`src/rtl/spi_irq_pkg.sv`:
```
package spi_irq_pkg;
  localparam int ADDR_W = 8;
  localparam int DATA_W = 32;

  localparam logic [ADDR_W-1:0] OFF_REV     = 8'h00;
  localparam logic [ADDR_W-1:0] OFF_CFG     = 8'h10;
  localparam logic [ADDR_W-1:0] OFF_RSTDONE = 8'h14;
  localparam logic [ADDR_W-1:0] OFF_ISTAT   = 8'h18;
  localparam logic [ADDR_W-1:0] OFF_IEN     = 8'h1C;
  localparam logic [ADDR_W-1:0] OFF_WAKE    = 8'h20;
  localparam logic [ADDR_W-1:0] OFF_TEST    = 8'h24;
  localparam logic [ADDR_W-1:0] OFF_CTRL    = 8'h28;

  localparam logic [DATA_W-1:0] STAT_MASK = 32'h0001_777F;
  localparam logic [DATA_W-1:0] CFG_MASK  = 32'h0000_031D;
  localparam logic [DATA_W-1:0] REV_VAL   = 32'h0000_0091;

  localparam int TEST_W         = 12;
  localparam int CTRL_W         = 4;
  localparam int TEST_FORCE_BIT = 11;
  localparam int CTRL_FORCE_BIT = 3;
  localparam int CFG_SRST_BIT   = 1;
  localparam logic [CTRL_W-1:0] CTRL_RST = 4'h4;

  typedef struct packed {
    logic cfg;
    logic istat;
    logic ien;
    logic wake;
    logic test;
    logic ctrl;
  } wr_sel_t;
endpackage

```
`src/rtl/spi_irq_decode.sv`:
```
module spi_irq_decode
  import spi_irq_pkg::*;
(
  input  logic              bus_wr,
  input  logic [ADDR_W-1:0] bus_addr,
  input  logic [DATA_W-1:0] bus_wdata,
  output wr_sel_t           sel,
  output logic              soft_rst
);
  always_comb begin
    sel       = '0;
    sel.cfg   = bus_wr && (bus_addr == OFF_CFG);
    sel.istat = bus_wr && (bus_addr == OFF_ISTAT);
    sel.ien   = bus_wr && (bus_addr == OFF_IEN);
    sel.wake  = bus_wr && (bus_addr == OFF_WAKE);
    sel.test  = bus_wr && (bus_addr == OFF_TEST);
    sel.ctrl  = bus_wr && (bus_addr == OFF_CTRL);
  end

  assign soft_rst = sel.cfg && bus_wdata[CFG_SRST_BIT];
endmodule

```
`src/rtl/spi_irq_cfgregs.sv`:
```
module spi_irq_cfgregs
  import spi_irq_pkg::*;
(
  input  logic              clk,
  input  logic              rst_n,
  input  wr_sel_t           sel,
  input  logic              soft_rst,
  input  logic [DATA_W-1:0] wdata,
  output logic [DATA_W-1:0] cfg_q,
  output logic [DATA_W-1:0] ien_q,
  output logic              wake_q,
  output logic [TEST_W-1:0] test_q,
  output logic [CTRL_W-1:0] ctrl_q
);
  logic [DATA_W-1:0] cfg_d, ien_d;
  logic              wake_d;
  logic [TEST_W-1:0] test_d;
  logic [CTRL_W-1:0] ctrl_d;

  // Next state: soft reset restores every register except the config word,
  // which takes the masked write data in the same cycle.
  always_comb begin
    cfg_d  = cfg_q;
    ien_d  = ien_q;
    wake_d = wake_q;
    test_d = test_q;
    ctrl_d = ctrl_q;
    if (soft_rst) begin
      ien_d  = '0;
      wake_d = 1'b0;
      test_d = '0;
      ctrl_d = CTRL_RST;
    end else begin
      if (sel.ien)  ien_d  = wdata & STAT_MASK;
      if (sel.wake) wake_d = wdata[0];
      if (sel.test) test_d = wdata[TEST_W-1:0];
      if (sel.ctrl) ctrl_d = wdata[CTRL_W-1:0];
    end
    if (sel.cfg) cfg_d = wdata & CFG_MASK;
  end

  always_ff @(posedge clk or negedge rst_n) begin
    if (!rst_n) begin
      cfg_q  <= '0;
      ien_q  <= '0;
      wake_q <= 1'b0;
      test_q <= '0;
      ctrl_q <= CTRL_RST;
    end else begin
      cfg_q  <= cfg_d;
      ien_q  <= ien_d;
      wake_q <= wake_d;
      test_q <= test_d;
      ctrl_q <= ctrl_d;
    end
  end
endmodule

```
`src/rtl/spi_irq_status.sv`:
```
module spi_irq_status
  import spi_irq_pkg::*;
#(
  parameter int NCH = 4
) (
  input  logic              clk,
  input  logic              rst_n,
  input  logic [NCH-1:0]    tx_evt,
  input  logic [NCH-1:0]    rx_evt,
  input  logic              clr_wr,
  input  logic              clr_block,
  input  logic              force_all,
  input  logic              soft_rst,
  input  logic [DATA_W-1:0] wdata,
  output logic [DATA_W-1:0] stat_q
);
  localparam int LANE_W  = 4;
  localparam int RX_OFS  = 2;
  localparam int TOP_BIT = LANE_W * (NCH - 1) + RX_OFS;

  logic [DATA_W-1:0] evt_bits, clr_bits, force_bits, stat_d;

  // Per-channel lanes: each channel owns four status bit positions.
  for (genvar g = 0; g < DATA_W; g++) begin : g_lane
    if ((g % LANE_W == 0) && (g / LANE_W < NCH)) begin : g_tx
      assign evt_bits[g] = tx_evt[g / LANE_W];
    end else if ((g % LANE_W == RX_OFS) && (g / LANE_W < NCH)) begin : g_rx
      assign evt_bits[g] = rx_evt[g / LANE_W];
    end else begin : g_none
      assign evt_bits[g] = 1'b0;
    end
  end

  assign clr_bits   = (clr_wr && !clr_block) ? wdata : '0;
  assign force_bits = force_all ? STAT_MASK : '0;

  // Events are ORed after the clear, so a same-cycle pulse wins.
  always_comb begin
    if (soft_rst) stat_d = '0;
    else          stat_d = ((stat_q & ~clr_bits) | evt_bits | force_bits) & STAT_MASK;
  end

  always_ff @(posedge clk or negedge rst_n) begin
    if (!rst_n) stat_q <= '0;
    else        stat_q <= stat_d;
  end

  initial begin
    if (TOP_BIT >= DATA_W) $error("spi_irq_status: NCH too large for status word");
  end
endmodule

```
`src/rtl/spi_irq_regs.sv`:
```
module spi_irq_regs
  import spi_irq_pkg::*;
#(
  parameter int NCH = 4
) (
  input  logic              clk,
  input  logic              rst_n,
  input  logic              bus_wr,
  input  logic [ADDR_W-1:0] bus_addr,
  input  logic [DATA_W-1:0] bus_wdata,
  output logic [DATA_W-1:0] bus_rdata,
  input  logic [NCH-1:0]    tx_evt,
  input  logic [NCH-1:0]    rx_evt,
  output logic              irq_out
);
  logic [1:0]        rst_sync;
  logic              rst_q_n;
  wr_sel_t           sel;
  logic              soft_rst;
  logic [DATA_W-1:0] cfg_q, ien_q, stat_q;
  logic              wake_q;
  logic [TEST_W-1:0] test_q;
  logic [CTRL_W-1:0] ctrl_q;
  logic              test_armed, force_all;

  // Reset asserts at once and releases on the second clock edge.
  always_ff @(posedge clk or negedge rst_n) begin
    if (!rst_n) rst_sync <= 2'b00;
    else        rst_sync <= {rst_sync[0], 1'b1};
  end
  assign rst_q_n = rst_sync[1];

  spi_irq_decode u_dec (
    .bus_wr   (bus_wr),
    .bus_addr (bus_addr),
    .bus_wdata(bus_wdata),
    .sel      (sel),
    .soft_rst (soft_rst)
  );

  spi_irq_cfgregs u_cfg (
    .clk     (clk),
    .rst_n   (rst_q_n),
    .sel     (sel),
    .soft_rst(soft_rst),
    .wdata   (bus_wdata),
    .cfg_q   (cfg_q),
    .ien_q   (ien_q),
    .wake_q  (wake_q),
    .test_q  (test_q),
    .ctrl_q  (ctrl_q)
  );

  assign test_armed = ctrl_q[CTRL_FORCE_BIT] && test_q[TEST_FORCE_BIT];
  assign force_all  = (sel.test && bus_wdata[TEST_FORCE_BIT] && ctrl_q[CTRL_FORCE_BIT])
                   || (sel.ctrl && bus_wdata[CTRL_FORCE_BIT] && test_q[TEST_FORCE_BIT]);

  spi_irq_status #(.NCH(NCH)) u_stat (
    .clk      (clk),
    .rst_n    (rst_q_n),
    .tx_evt   (tx_evt),
    .rx_evt   (rx_evt),
    .clr_wr   (sel.istat),
    .clr_block(test_armed),
    .force_all(force_all),
    .soft_rst (soft_rst),
    .wdata    (bus_wdata),
    .stat_q   (stat_q)
  );

  always_comb begin
    case (bus_addr)
      OFF_REV:     bus_rdata = REV_VAL;
      OFF_CFG:     bus_rdata = cfg_q;
      OFF_RSTDONE: bus_rdata = 32'd1;
      OFF_ISTAT:   bus_rdata = stat_q;
      OFF_IEN:     bus_rdata = ien_q;
      OFF_WAKE:    bus_rdata = {{(DATA_W-1){1'b0}}, wake_q};
      OFF_TEST:    bus_rdata = {{(DATA_W-TEST_W){1'b0}}, test_q};
      OFF_CTRL:    bus_rdata = {{(DATA_W-CTRL_W){1'b0}}, ctrl_q};
      default:     bus_rdata = '0;
    endcase
  end

  assign irq_out = |(stat_q & ien_q);
endmodule

```
`config.mk`:
```
export PLATFORM = sky130hd
export DESIGN_NAME = spi_irq_regs
export DESIGN_NICKNAME = d
export VERILOG_FILES = /design/src/rtl/spi_irq_pkg.sv /design/src/rtl/spi_irq_decode.sv /design/src/rtl/spi_irq_cfgregs.sv /design/src/rtl/spi_irq_status.sv /design/src/rtl/spi_irq_regs.sv
export SDC_FILE = /design/constraint.sdc
export NUM_CORES = 1
export LEC_CHECK = 0
export BUFFER_PORTS_ARGS = -buffer_cell sky130_fd_sc_hd__buf_2
export CAP_MARGIN = 20
export CORE_ASPECT_RATIO = 0.7
export CORE_UTILIZATION = 35
export CTS_BUF_LIST = sky130_fd_sc_hd__clkbuf_8
export CTS_CLUSTER_SIZE = 12
export DETAILED_ROUTE_END_ITERATION = 16
export PLACE_DENSITY = 0.69
export SKIP_CTS_REPAIR_TIMING = 1
export SLEW_MARGIN = 20
export SYNTH_ARGS = -nofsm -noshare
export SYNTH_HDL_FRONTEND = slang
export SYNTH_SLANG_ARGS = --single-unit
```
`constraint.sdc`:
```
create_clock -name clk -period 3.9 [get_ports clk]
set_input_delay 0 -clock clk [delete_from_list [all_inputs] [get_ports clk]]
set_output_delay 0 -clock clk [all_outputs]
set_load 0.005 [all_outputs]
```
======== Word-level counts from Yosys, hierarchy flattened ========
Cells that the tools add are included.
word-level totals
  flip-flop bits (word level) ............. 74
  output and inout port bits .............. 33
  logic and storage cells ................. 52
cells by class
  equal/unequal tests ..................... 7
  multiplexer cells ....................... 12
  bitwise operators ....................... 5
  reductions and logical operators ........ 21
operators with widths
  kind                  count
  $pmux W32 S8          1
  $mux W32              2
  $mux W17              3
  $and A17 B32 Y32      1
  $eq A8 B5 Y1 const B  4
  $reduce_or A32 Y1     1
  $eq A8 B6 Y1 const B  3
  $mux W12              2
  $and A17 B17 Y17      1
  $not A17 Y17          1
  $or A17 B15 Y17       1
  $or A17 B17 Y17       1
  $logic_and A1 B1 Y1   13
  $logic_not A8 Y1      1
  $mux W4               2
  $reduce_bool A2 Y1    4
  $mux W1               2
  $logic_not A1 Y1      1
  $logic_or A1 B1 Y1    1

======== Depth between registers and ports, before layout ========
Gate-level depths: netlist of the first run.
  depth in word-level cells ............... 9
  gate-level depth with buffers ........... 7
  depth with buffers taken out ............ 4

======== By module ========
Synthesis of the first run repeated with hierarchy kept, for this count alone.
second synthesis, totals
  cell total of the unflattened synthesis .. 412
  area, all modules ....................... 3,865.0 sq um
modules (own cells, without submodules)
  module           times used  cells an instance  area each (sq um)  sequential area each (sq um)
  spi_irq_cfgregs  1           158                1,818.0            927.1
  spi_irq_regs     1           162                1,108.6            50.0
  spi_irq_status   1           75                 812.0              350.3
  spi_irq_decode   1           17                 126.4              0.0

======== Worst setup path before layout of the first run ========
OpenSTA, ideal clock, no wires.
  kind .................................... input-to-reg
  start point ............................. input bus_addr[7]
  end point ............................... register u_cfg.ien_q[10]
  library setup time ...................... 0.121 ns
  arrival time ............................ 1.573 ns
  required time ........................... 3.779 ns
  slack ................................... 2.205 ns
  stages .................................. 7
  path buffers ............................ 3
  cells stage by stage .................... or4b_1 > buf_2 > or4_4 > buf_6 > buf_12 > mux2i_1 > nor2_1
on the way
  word-level cells in the longest chain between the ends .. 4
  elaborated cells between the ends (all ways) .. 7
  classes of those cells .................. 2 x eq/ne; 1 x mux; 4 x reduce/logical
ends and longest elaborated chain
  item                                            line                   text
  from (decl)                                     spi_irq_regs.sv:9      input logic [ADDR_W-1:0] bus_addr,
  $eq A8 B5 Y1                                    spi_irq_decode.sv:12   sel.cfg = bus_wr && (bus_addr == OFF_CFG);
  $logic_and A1 B1 Y1                             spi_irq_decode.sv:12
  $logic_and A1 B1 Y1                             spi_irq_decode.sv:20   assign soft_rst = sel.cfg && bus_wdata[CFG_SRST_BIT];
  $mux W32 or $reduce_bool A2 Y1 (tied branches)  --
  to (signal assigned)                            spi_irq_cfgregs.sv:51  ien_q <= ien_d;
  to (decl)                                       spi_irq_cfgregs.sv:10  output logic [DATA_W-1:0] ien_q,
Parallel ways exist; a longest one is shown, timed or not.
A chain may end at the register's enable or synchronous reset.

======== Worst setup path after layout of the first run ========
  start point ............................. input bus_addr[2]
  end point ............................... output bus_rdata[1]
on the way
  word-level cells in the longest chain between the ends .. 2
  elaborated cells between the ends (all ways) .. 9
  classes of those cells .................. 7 x eq/ne; 1 x mux; 1 x reduce/logical
ends and longest elaborated chain
  item                                        line                text
  $eq A8 B6 Y1, or another cell as far along  spi_irq_regs.sv:72  case (bus_addr)
  $pmux W32 S8 *                              spi_irq_regs.sv:72
  to (decl)                                   spi_irq_regs.sv:11  output logic [DATA_W-1:0] bus_rdata,
Every way passes the cells marked *; elsewhere a longest branch is shown, timed or not.

==> results.sh, run 1 <==
export IMPL_status="finished with violations"
export IMPL_violations="negative hold slack"
export IMPL_yosys_area_top_type="dfrtp_1"
export IMPL_rows=27
export IMPL_hold_violations=6
export IMPL_vias=2525
export IMPL_rrSetupSlack_ns=2.26
export IMPL_crit_start="bus_addr[2]"
export IMPL_slew_viol_final=0
export IMPL_hp_class="input pin to register"
export IMPL_cts_max_path_buffers=2
export IMPL_max_slew_margin_pct=30.1
export IMPL_final_cells=469
export IMPL_required_ns=3.90
export IMPL_fin_skew_ns=0.0110
export IMPL_critical_path_class="input pin to primary output"
export IMPL_grt_pass1_vias=2327
export IMPL_synthTopCellsByArea="dfrtp_1 45%, mux2i_1 11%, nor2_1 4.6%, buf_4 4.2%, a22oi_1 3.4%"
export IMPL_syn_to_final_growth_pct=21.4
export IMPL_place_inst=441
export IMPL_cts_sinks=53
export IMPL_fin_crit_ns=2.17
export IMPL_synth_cell_types=44
export IMPL_clk_pin_slew_ns=0.09
export IMPL_ys_seq_elements=53
export IMPL_seq_area_frac_synth_pct=46.2
export IMPL_grt_max_degree=52
export IMPL_wl_per_cell_um=16.9
export IMPL_worst_slew_pin_transition_ns=1.04
export IMPL_syn_avg_cell_area_um2=9.62
export IMPL_drc=0
export IMPL_power_leakage_nw=1.88
export IMPL_setup_viol=0
export IMPL_drtIter0Drc=157
export IMPL_ant_nets=0
export IMPL_diodes=0
export IMPL_gp_congestion=0.880
export IMPL_ioPinCount=84
export IMPL_overflow=0
export IMPL_setup_tns_ns=0
export IMPL_rsz0062_at_grt="no"
export IMPL_portBuffers=51
export IMPL_die_w_um=110
export IMPL_antenna_found_initial=0
export IMPL_start_util_pct=36.4
export IMPL_maxCapViolCount=0
export IMPL_holdWs_ns=-0.0196
export IMPL_fin_crit_sh_pct=55.7
export IMPL_dp_hpwl_um=5610
export IMPL_cts_tree="yes"
export IMPL_die_area_um2=8590
export IMPL_timing_fmax_ghz=0.460
export IMPL_die_height_um=77.8
export IMPL_final_area_um2=3490
export IMPL_cts_root_buffer="clkbuf_8"
export IMPL_multi_input_area_um2=1330
export IMPL_viasPerCell=5.38
export IMPL_cts_buffers=5
export IMPL_first_pass_iters=4
export IMPL_insertion_delay_ns=0.31
export IMPL_cp_end_kind="primary output"
export IMPL_synth_area_um2=2880
export IMPL_grt_usage_pct=18.8
export IMPL_nNetsFinal=418
export IMPL_n_fill_cell=788
export IMPL_synth_top_area_share_pct=45.3
export IMPL_placed_area_um2=3160
export IMPL_seq_area_um2=1330
export IMPL_layout_drive_gt1_share_pct=20.9
export IMPL_min_from="bus_wdata[4]"
export IMPL_r2r_start="u_cfg.ctrl_q[3]"
export IMPL_syn_instance_count=299
export IMPL_final_cell_mix="51 x buf_2, 51 x dfrtp_1, 34 x nor2_1, 31 x mux2i_1"
export IMPL_cp_start_kind="input pin"
export IMPL_grt_first_pass_wirelength_um=12200
export IMPL_arrival_ns=2.17
export IMPL_cp_max_fo=11
export IMPL_yosys_warnings=0
export IMPL_htree_num_levels=2
export IMPL_ir_worst_vdd_mv=0.168
export IMPL_core_area_um2=7910
export IMPL_p_per_area_nw_per_um2=328
export IMPL_routed_wl_um=7910
[cells by family (layout without fill, tap and decap cells)]
logic type / after synthesis / in the layout / synth area share [%]
simple gates: 88 / 88 / 15.5
mux: 32 / 32 / 11.2
compound gates: 74 / 74 / 17.1
other cells: 2 / 17 / 0.261
buf+inv: 50 / 104 / 9.79
flops: 53 / 53 / 46.2
[final cells by class]
cell class / instances / area share (%)
clock buffer: 5 / 1.97
multi-input combinational: 211 / 38.0
clock inverter: 3 / 1.86
timing repair buffer: 78 / 14.6
tap: 101 / 3.62
sequential: 53 / 38.1
inverter: 18 / 1.94
[flip-flops by register name (all words and copies together) (netlist names)]
register / cells
rst_sync: 2
u_stat.stat_q: 14
u_cfg.ctrl_q: 4
u_cfg.cfg_q: 6
u_cfg.wake_q: 1
u_cfg.test_q: 12
u_cfg.ien_q: 14
[metal layers]
layer	up-vias	global-route usage [%]	share of wire [%]
met2	113	27.1	43
met1	1239	28.7	48
li1	1166	-	-
met5	-	0	0
met3	7	3.78	8.3
met4	0	3.68	0.48
[synth_stat cells]
cell / instances
a221oi_1: 2
inv_1: 18
buf_12: 1
a21oi_1: 15
o311ai_0: 1
or2_2: 1
nor4b_2: 2
buf_1: 2
mux2i_1: 31
nand2b_1: 1
and2_1: 1
a2111oi_0: 1
a32oi_1: 1
and3_1: 1
buf_2: 8
or4b_2: 2
a21boi_0: 3
or4b_1: 1
nand2_1: 20
o211ai_1: 1
a22o_1: 7
a221o_1: 2
nor2b_1: 1
nand3_1: 9
nor2_1: 35
clkbuf_1: 4
nor3_1: 2
a22oi_1: 13
a31oi_1: 5
dfstp_2: 1
nor4_2: 1
nor4_1: 1
a211o_1: 3
conb_1: 2
o21ai_0: 19
buf_6: 1
mux2_2: 1
nand3b_1: 2
nand4_1: 5
a32o_1: 1
nor4b_1: 2
or4_4: 1
buf_4: 16
dfrtp_1: 52
[worst paths after layout]
kind                       cells past startpoint           endpoint
max                                            6       bus_rdata[1]
min                                            3     u_cfg.ien_q[4]
max reg2reg                                    4  u_stat.stat_q[10]
min reg2reg                                    0        rst_sync[1]
max in group asynchronous                      1    u_cfg.test_q[2]
min in group asynchronous                      1   u_stat.stat_q[6]
[metrics by stage]
step                      util [%]  power [W]  hold WS [ns]  setup WS [ns]
after floorplan                  -   0.000657        -0.296           2.21
after global placement        39.9   0.000692        -0.214           1.58
after detailed placement      39.9   0.000696        -0.215           1.51
after CTS                     41.6    0.00113        -0.548           1.77
after global routing          44.1    0.00119       0.00190           1.66
final                         44.1    0.00114       -0.0196           1.73
[power breakdown]
| group | internal (W) | switching (W) |
|---|---|---|
| registers | 0.000570 | 0.0000155 |
| clock network | 0.000255 | 0.000189 |
| logic | 0.0000519 | 0.0000631 |
[critical path: stages]
cell	delay, ns
buf_2	0.17
or4b_2	0.71
nor2_1	0.81
a22oi_1	0.22
o21ai_0	0.12
buf_2	0.13
(Power assumes the default switching activity.)
==> run 2: changes to the inputs <==
Settings changed: PLACE_DENSITY 0.69 to 0.71.
Clock period 3.9 ns to 2 ns, I/O delays scaled along.
==> results.sh, run 2 (same netlist as run 1, synthesis figures left out) <==
export IMPL_seq_area_um2=1330
export IMPL_grt_usage_pct=19.2
export IMPL_min_from="rx_evt[1]"
export IMPL_nNetsFinal=426
export IMPL_overflow=0
export IMPL_timing_fmax_ghz=0.591
export IMPL_fin_skew_ns=0.00443
export IMPL_diodes=0
export IMPL_vias=2556
export IMPL_cp_end_kind="primary output"
export IMPL_ir_worst_vdd_mv=0.434
export IMPL_grt_first_pass_wirelength_um=12500
export IMPL_antenna_found_initial=0
export IMPL_multi_input_area_um2=1330
export IMPL_post_route_util_pct=44.5
export IMPL_p_per_area_nw_per_um2=561
export IMPL_cts_tree="yes"
export IMPL_rows=27
export IMPL_core_area_um2=7910
export IMPL_required_ns=2.00
export IMPL_viasPerCell=5.36
export IMPL_syn_to_final_growth_pct=22.3
export IMPL_ant_nets=0
export IMPL_wl_per_cell_um=16.7
export IMPL_ioPinCount=84
export IMPL_n_fill_cell=800
export IMPL_drtIter0Drc=225
export IMPL_die_height_um=77.8
export IMPL_cp_start_kind="register"
export IMPL_hp_class="input pin to register"
export IMPL_die_w_um=110
export IMPL_fin_crit_sh_pct=84.6
export IMPL_violations="negative hold slack"
export IMPL_setup_tns_ns=0
export IMPL_grt_pass1_vias=2435
export IMPL_maxCapViolCount=0
export IMPL_holdWs_ns=-0.0287
export IMPL_cts_max_path_buffers=2
export IMPL_rsz0062_at_grt="no"
export IMPL_grt_max_degree=52
export IMPL_fin_crit_ns=1.69
export IMPL_die_area_um2=8590
export IMPL_portBuffers=51
export IMPL_layout_drive_gt1_share_pct=22.3
export IMPL_total_power_w=0.00197
export IMPL_htree_num_levels=2
export IMPL_clk_pin_slew_ns=0.10
export IMPL_hold_violations=6
export IMPL_critical_path_class="register to primary output"
export IMPL_cts_buffers=5
export IMPL_setup_viol=0
export IMPL_final_cell_mix="51 x buf_2, 51 x dfrtp_1, 34 x nor2_1, 31 x mux2i_1"
export IMPL_holdPathStages=3
export IMPL_worst_slew_pin_transition_ns=0.571
export IMPL_start_util_pct=36.4
export IMPL_cts_sinks=53
export IMPL_power_leakage_nw=1.90
export IMPL_r2r_start="u_cfg.ctrl_q[3]"
export IMPL_arrival_ns=1.69
export IMPL_slew_viol_final=0
export IMPL_routed_wl_um=7970
export IMPL_crit_start="u_cfg.ctrl_q[3]"
export IMPL_drc=0
export IMPL_insertion_delay_ns=0.30
export IMPL_reg_top3="u_cfg.ien_q: 14 flops, u_stat.stat_q: 14 flops, u_cfg.test_q: 12 flops"
export IMPL_first_pass_iters=5
export IMPL_gp_congestion=0.913
export IMPL_cts_root_buffer="clkbuf_8"
export IMPL_cp_max_fo=7
export IMPL_r2r_cells=3
export IMPL_max_slew_margin_pct=61.9
export IMPL_status="finished with violations"
export IMPL_dp_hpwl_um=5770
## run 2: power by group
group	internal [W]	switching, W
sequential	0.00111	0.0000308
combinational	0.000106	0.000124
clock	0.000243	0.000358
## run 2: final cells by class
cell class | count | share of cell area (%)
Sequential cell | 53 | 37.8
Clock buffer | 5 | 1.96
Inverter | 18 | 1.92
Timing Repair Buffer | 86 | 16.5
Clock inverter | 3 | 0.534
Multi-Input combinational cell | 211 | 37.7
Tap cell | 101 | 3.59
## run 2: final timing paths
path	end	slack (ns)
max	bus_rdata[3]	0.31
min	u_stat.stat_q[6]	-0.03
min in group asynchronous	u_cfg.test_q[11]	0.24
min reg2reg	u_cfg.test_q[11]	0.24
max in group asynchronous	rst_sync[1]	1.33
max reg2reg	u_stat.stat_q[10]	0.47
## run 2: metal layers
layer	track usage (%)	wire length (um)	share of wire (%)
met4	3.16	57	0.72
met5	0	0	0
met2	28.6	3420	43
met3	3.53	741	9.3
met1	29.2	3750	47
## run 2: critical path, cell delays in order, from the launching register on
cell and delay (ns):
dfrtp_1 0.49, nand3_1 0.10, a2111oi_0 0.47, a211o_1 0.20, buf_2 0.12
## run 2: through the flow
| stage | instances | hold WS, ns | area (um2) | worst slack, ns |
|---|---|---|---|---|
| 2_1_floorplan | 314 | -0.296 | 2930 | 0.305 |
| 3_3_place_gp | 449 | -0.214 | 3230 | 0.269 |
| 6_report | 477 | -0.0287 | 3520 | 0.309 |
| 5_1_grt | 477 | 0.00585 | 3520 | 0.166 |
| 3_5_place_dp | 449 | -0.213 | 3230 | 0.235 |
| 4_1_cts | 457 | -0.545 | 3320 | 0.329 |
==> run 3: changes to the inputs <==
Clock period 2 ns to 1.5 ns, I/O delays scaled along.
==> results.sh, run 3 (same netlist as run 1, synthesis figures left out) <==
export IMPL_cts_sinks=53
export IMPL_holdWs_ns=-0.0239
export IMPL_drc=0
export IMPL_ioPinCount=84
export IMPL_fin_ws_ns=-0.0803
export IMPL_holdPathEnd="u_cfg.ien_q[5]"
export IMPL_setup_viol=2
export IMPL_grt_max_degree=52
export IMPL_gp_congestion=0.912
export IMPL_reg_top3="u_cfg.ien_q: 14 flops, u_stat.stat_q: 14 flops, u_cfg.test_q: 12 flops"
export IMPL_die_area_um2=8590
export IMPL_r2r_end="u_stat.stat_q[4]"
export IMPL_rows=27
export IMPL_cts_tree="yes"
export IMPL_critical_path_class="register to primary output"
export IMPL_cts_buffers=5
export IMPL_rsz0062_at_grt="yes"
export IMPL_overflow=0
export IMPL_holdPathStages=3
export IMPL_p_per_area_nw_per_um2=736
export IMPL_grt_first_pass_wirelength_um=13100
export IMPL_max_stage_delay_ns=0.39
export IMPL_r2r_cells=7
export IMPL_insertion_delay_ns=0.33
export IMPL_violations="negative hold slack, negative setup slack"
export IMPL_cp_slowest_cell="dfrtp_1"
export IMPL_worst_slew_pin_transition_ns=0.511
export IMPL_layout_drive_gt1_share_pct=31.2
export IMPL_cts_max_path_buffers=2
export IMPL_required_ns=1.50
export IMPL_layout_commonest_cell="dfrtp_1"
export IMPL_nNetsFinal=463
export IMPL_ant_nets=0
export IMPL_routed_wl_um=8470
export IMPL_hp_class="input pin to register"
export IMPL_grt_pass1_vias=2524
export IMPL_total_power_w=0.00291
export IMPL_slew_viol_final=0
export IMPL_post_route_util_pct=50.0
export IMPL_cp_end_kind="primary output"
export IMPL_start_util_pct=36.4
export IMPL_antenna_found_initial=0
export IMPL_drtIter0Drc=198
export IMPL_fin_skew_ns=0.00429
export IMPL_die_w_um=110
export IMPL_portBuffers=51
export IMPL_min_from="bus_wdata[5]"
export IMPL_maxCapViolCount=0
export IMPL_first_pass_iters=4
export IMPL_viasPerCell=5.29
export IMPL_dp_hpwl_um=6060
export IMPL_die_height_um=77.8
export IMPL_diodes=0
export IMPL_arrival_ns=1.58
export IMPL_cts_root_buffer="clkbuf_8"
export IMPL_path_cells="nand2_1 -> a2111oi_2 -> buf_4 -> a211o_1 -> buf_2"
export IMPL_n_fill_cell=778
export IMPL_power_leakage_nw=2.14
export IMPL_timing_fmax_ghz=0.633
export IMPL_cp_start_kind="register"
export IMPL_grt_usage_pct=20.4
export IMPL_max_slew_margin_pct=65.6
export IMPL_fin_crit_ns=1.58
export IMPL_fin_crit_sh_pct=105
export IMPL_vias=2717
export IMPL_hold_violations=4
export IMPL_clk_pin_slew_ns=0.10
export IMPL_cp_max_fo=3
export IMPL_ir_worst_vdd_mv=0.598
export IMPL_wl_per_cell_um=16.5
export IMPL_rrSetupSlack_ns=0.04
export IMPL_final_cell_mix="51 x dfrtp_1, 50 x buf_2, 43 x buf_4, 33 x nor2_1, 31 x mux2i_1"
export IMPL_status="finished with violations"
export IMPL_htree_num_levels=2
export IMPL_r2r_start="u_cfg.ctrl_q[3]"
export IMPL_core_area_um2=7910
export IMPL_syn_to_final_growth_pct=37.5
## run 3: cell types whose count changed in the layout (fill, tap and decap cells not counted), sizes merged
| cell | change |
|---|---|
| buf | +35 |
| bufinv | +1 |
| clkinv | +1 |
| clkinvlp | -2 |
| dlygate4sd3 | +2 |
## run 3: how the worst max path moves through the flow
stage	from	end	slack (ns)	cells past startpoint
after floorplan	bus_addr[7]	u_cfg.ien_q[10]	-0.19	7
final	u_stat.stat_q[3]	bus_rdata[3]	-0.08	5
after global placement	bus_addr[7]	u_cfg.ien_q[2]	-0.19	5
after CTS	u_cfg.ctrl_q[3]	bus_rdata[3]	-0.26	5
after detailed placement	bus_addr[7]	u_cfg.ien_q[8]	-0.27	5
after global routing	u_stat.stat_q[3]	bus_rdata[3]	-0.14	5
## run 3: per-stage QoR
stage | hold WS [ns] | setup WS (ns) | cell area, um2 | instances | TNS [ns]
after detailed placement | -0.214 | -0.269 | 3470 | 477 | -6.26
after global placement | -0.215 | -0.187 | 3470 | 477 | -5.72
after floorplan | -0.296 | -0.195 | 2960 | 314 | -2.17
final | -0.0239 | -0.0803 | 3950 | 514 | -0.114
after CTS | -0.574 | -0.257 | 3590 | 485 | -1.09
after global routing | 0.000240 | -0.144 | 3950 | 514 | -0.266
## run 3: cell type report
cell class / count / area, um2 / area share, %
multi-input cells: 211 / 1410 / 35.6
flip-flops and latches: 53 / 1330 / 33.6
repair buffers: 123 / 910 / 23.0
well taps: 101 / 126 / 3.20
clock buffers: 5 / 68.8 / 1.74
inverters: 18 / 67.6 / 1.71
clock inverters: 3 / 42.5 / 1.08
## run 3: routing by layer
| layer | vias to the layer above | wire, um | track usage, % | share of wire (%) |
|---|---|---|---|---|
| li1 | 1260 | - | - | - |
| met1 | 1351 | 4120 | 30.4 | 49 |
| met2 | 96 | 3670 | 29.1 | 43 |
| met3 | 10 | 575 | 4.45 | 6.8 |
| met4 | 0 | 108 | 6.32 | 1.3 |
| met5 | - | 0 | 0 | 0 |
## run 3: worst max-delay path, delay by kind of cell, from the launching register on
kind            cells  cell delay [ns]
compound gates      2             0.49
flops               1             0.39
buf+inv             2             0.28
simple gates        1             0.09
## run 3: report_power, final
group	internal [W]	total [W]	switching [W]
combinational	0.000189	0.000381	0.000191
clock	0.000495	0.00101	0.000511
sequential	0.00148	0.00152	0.0000399
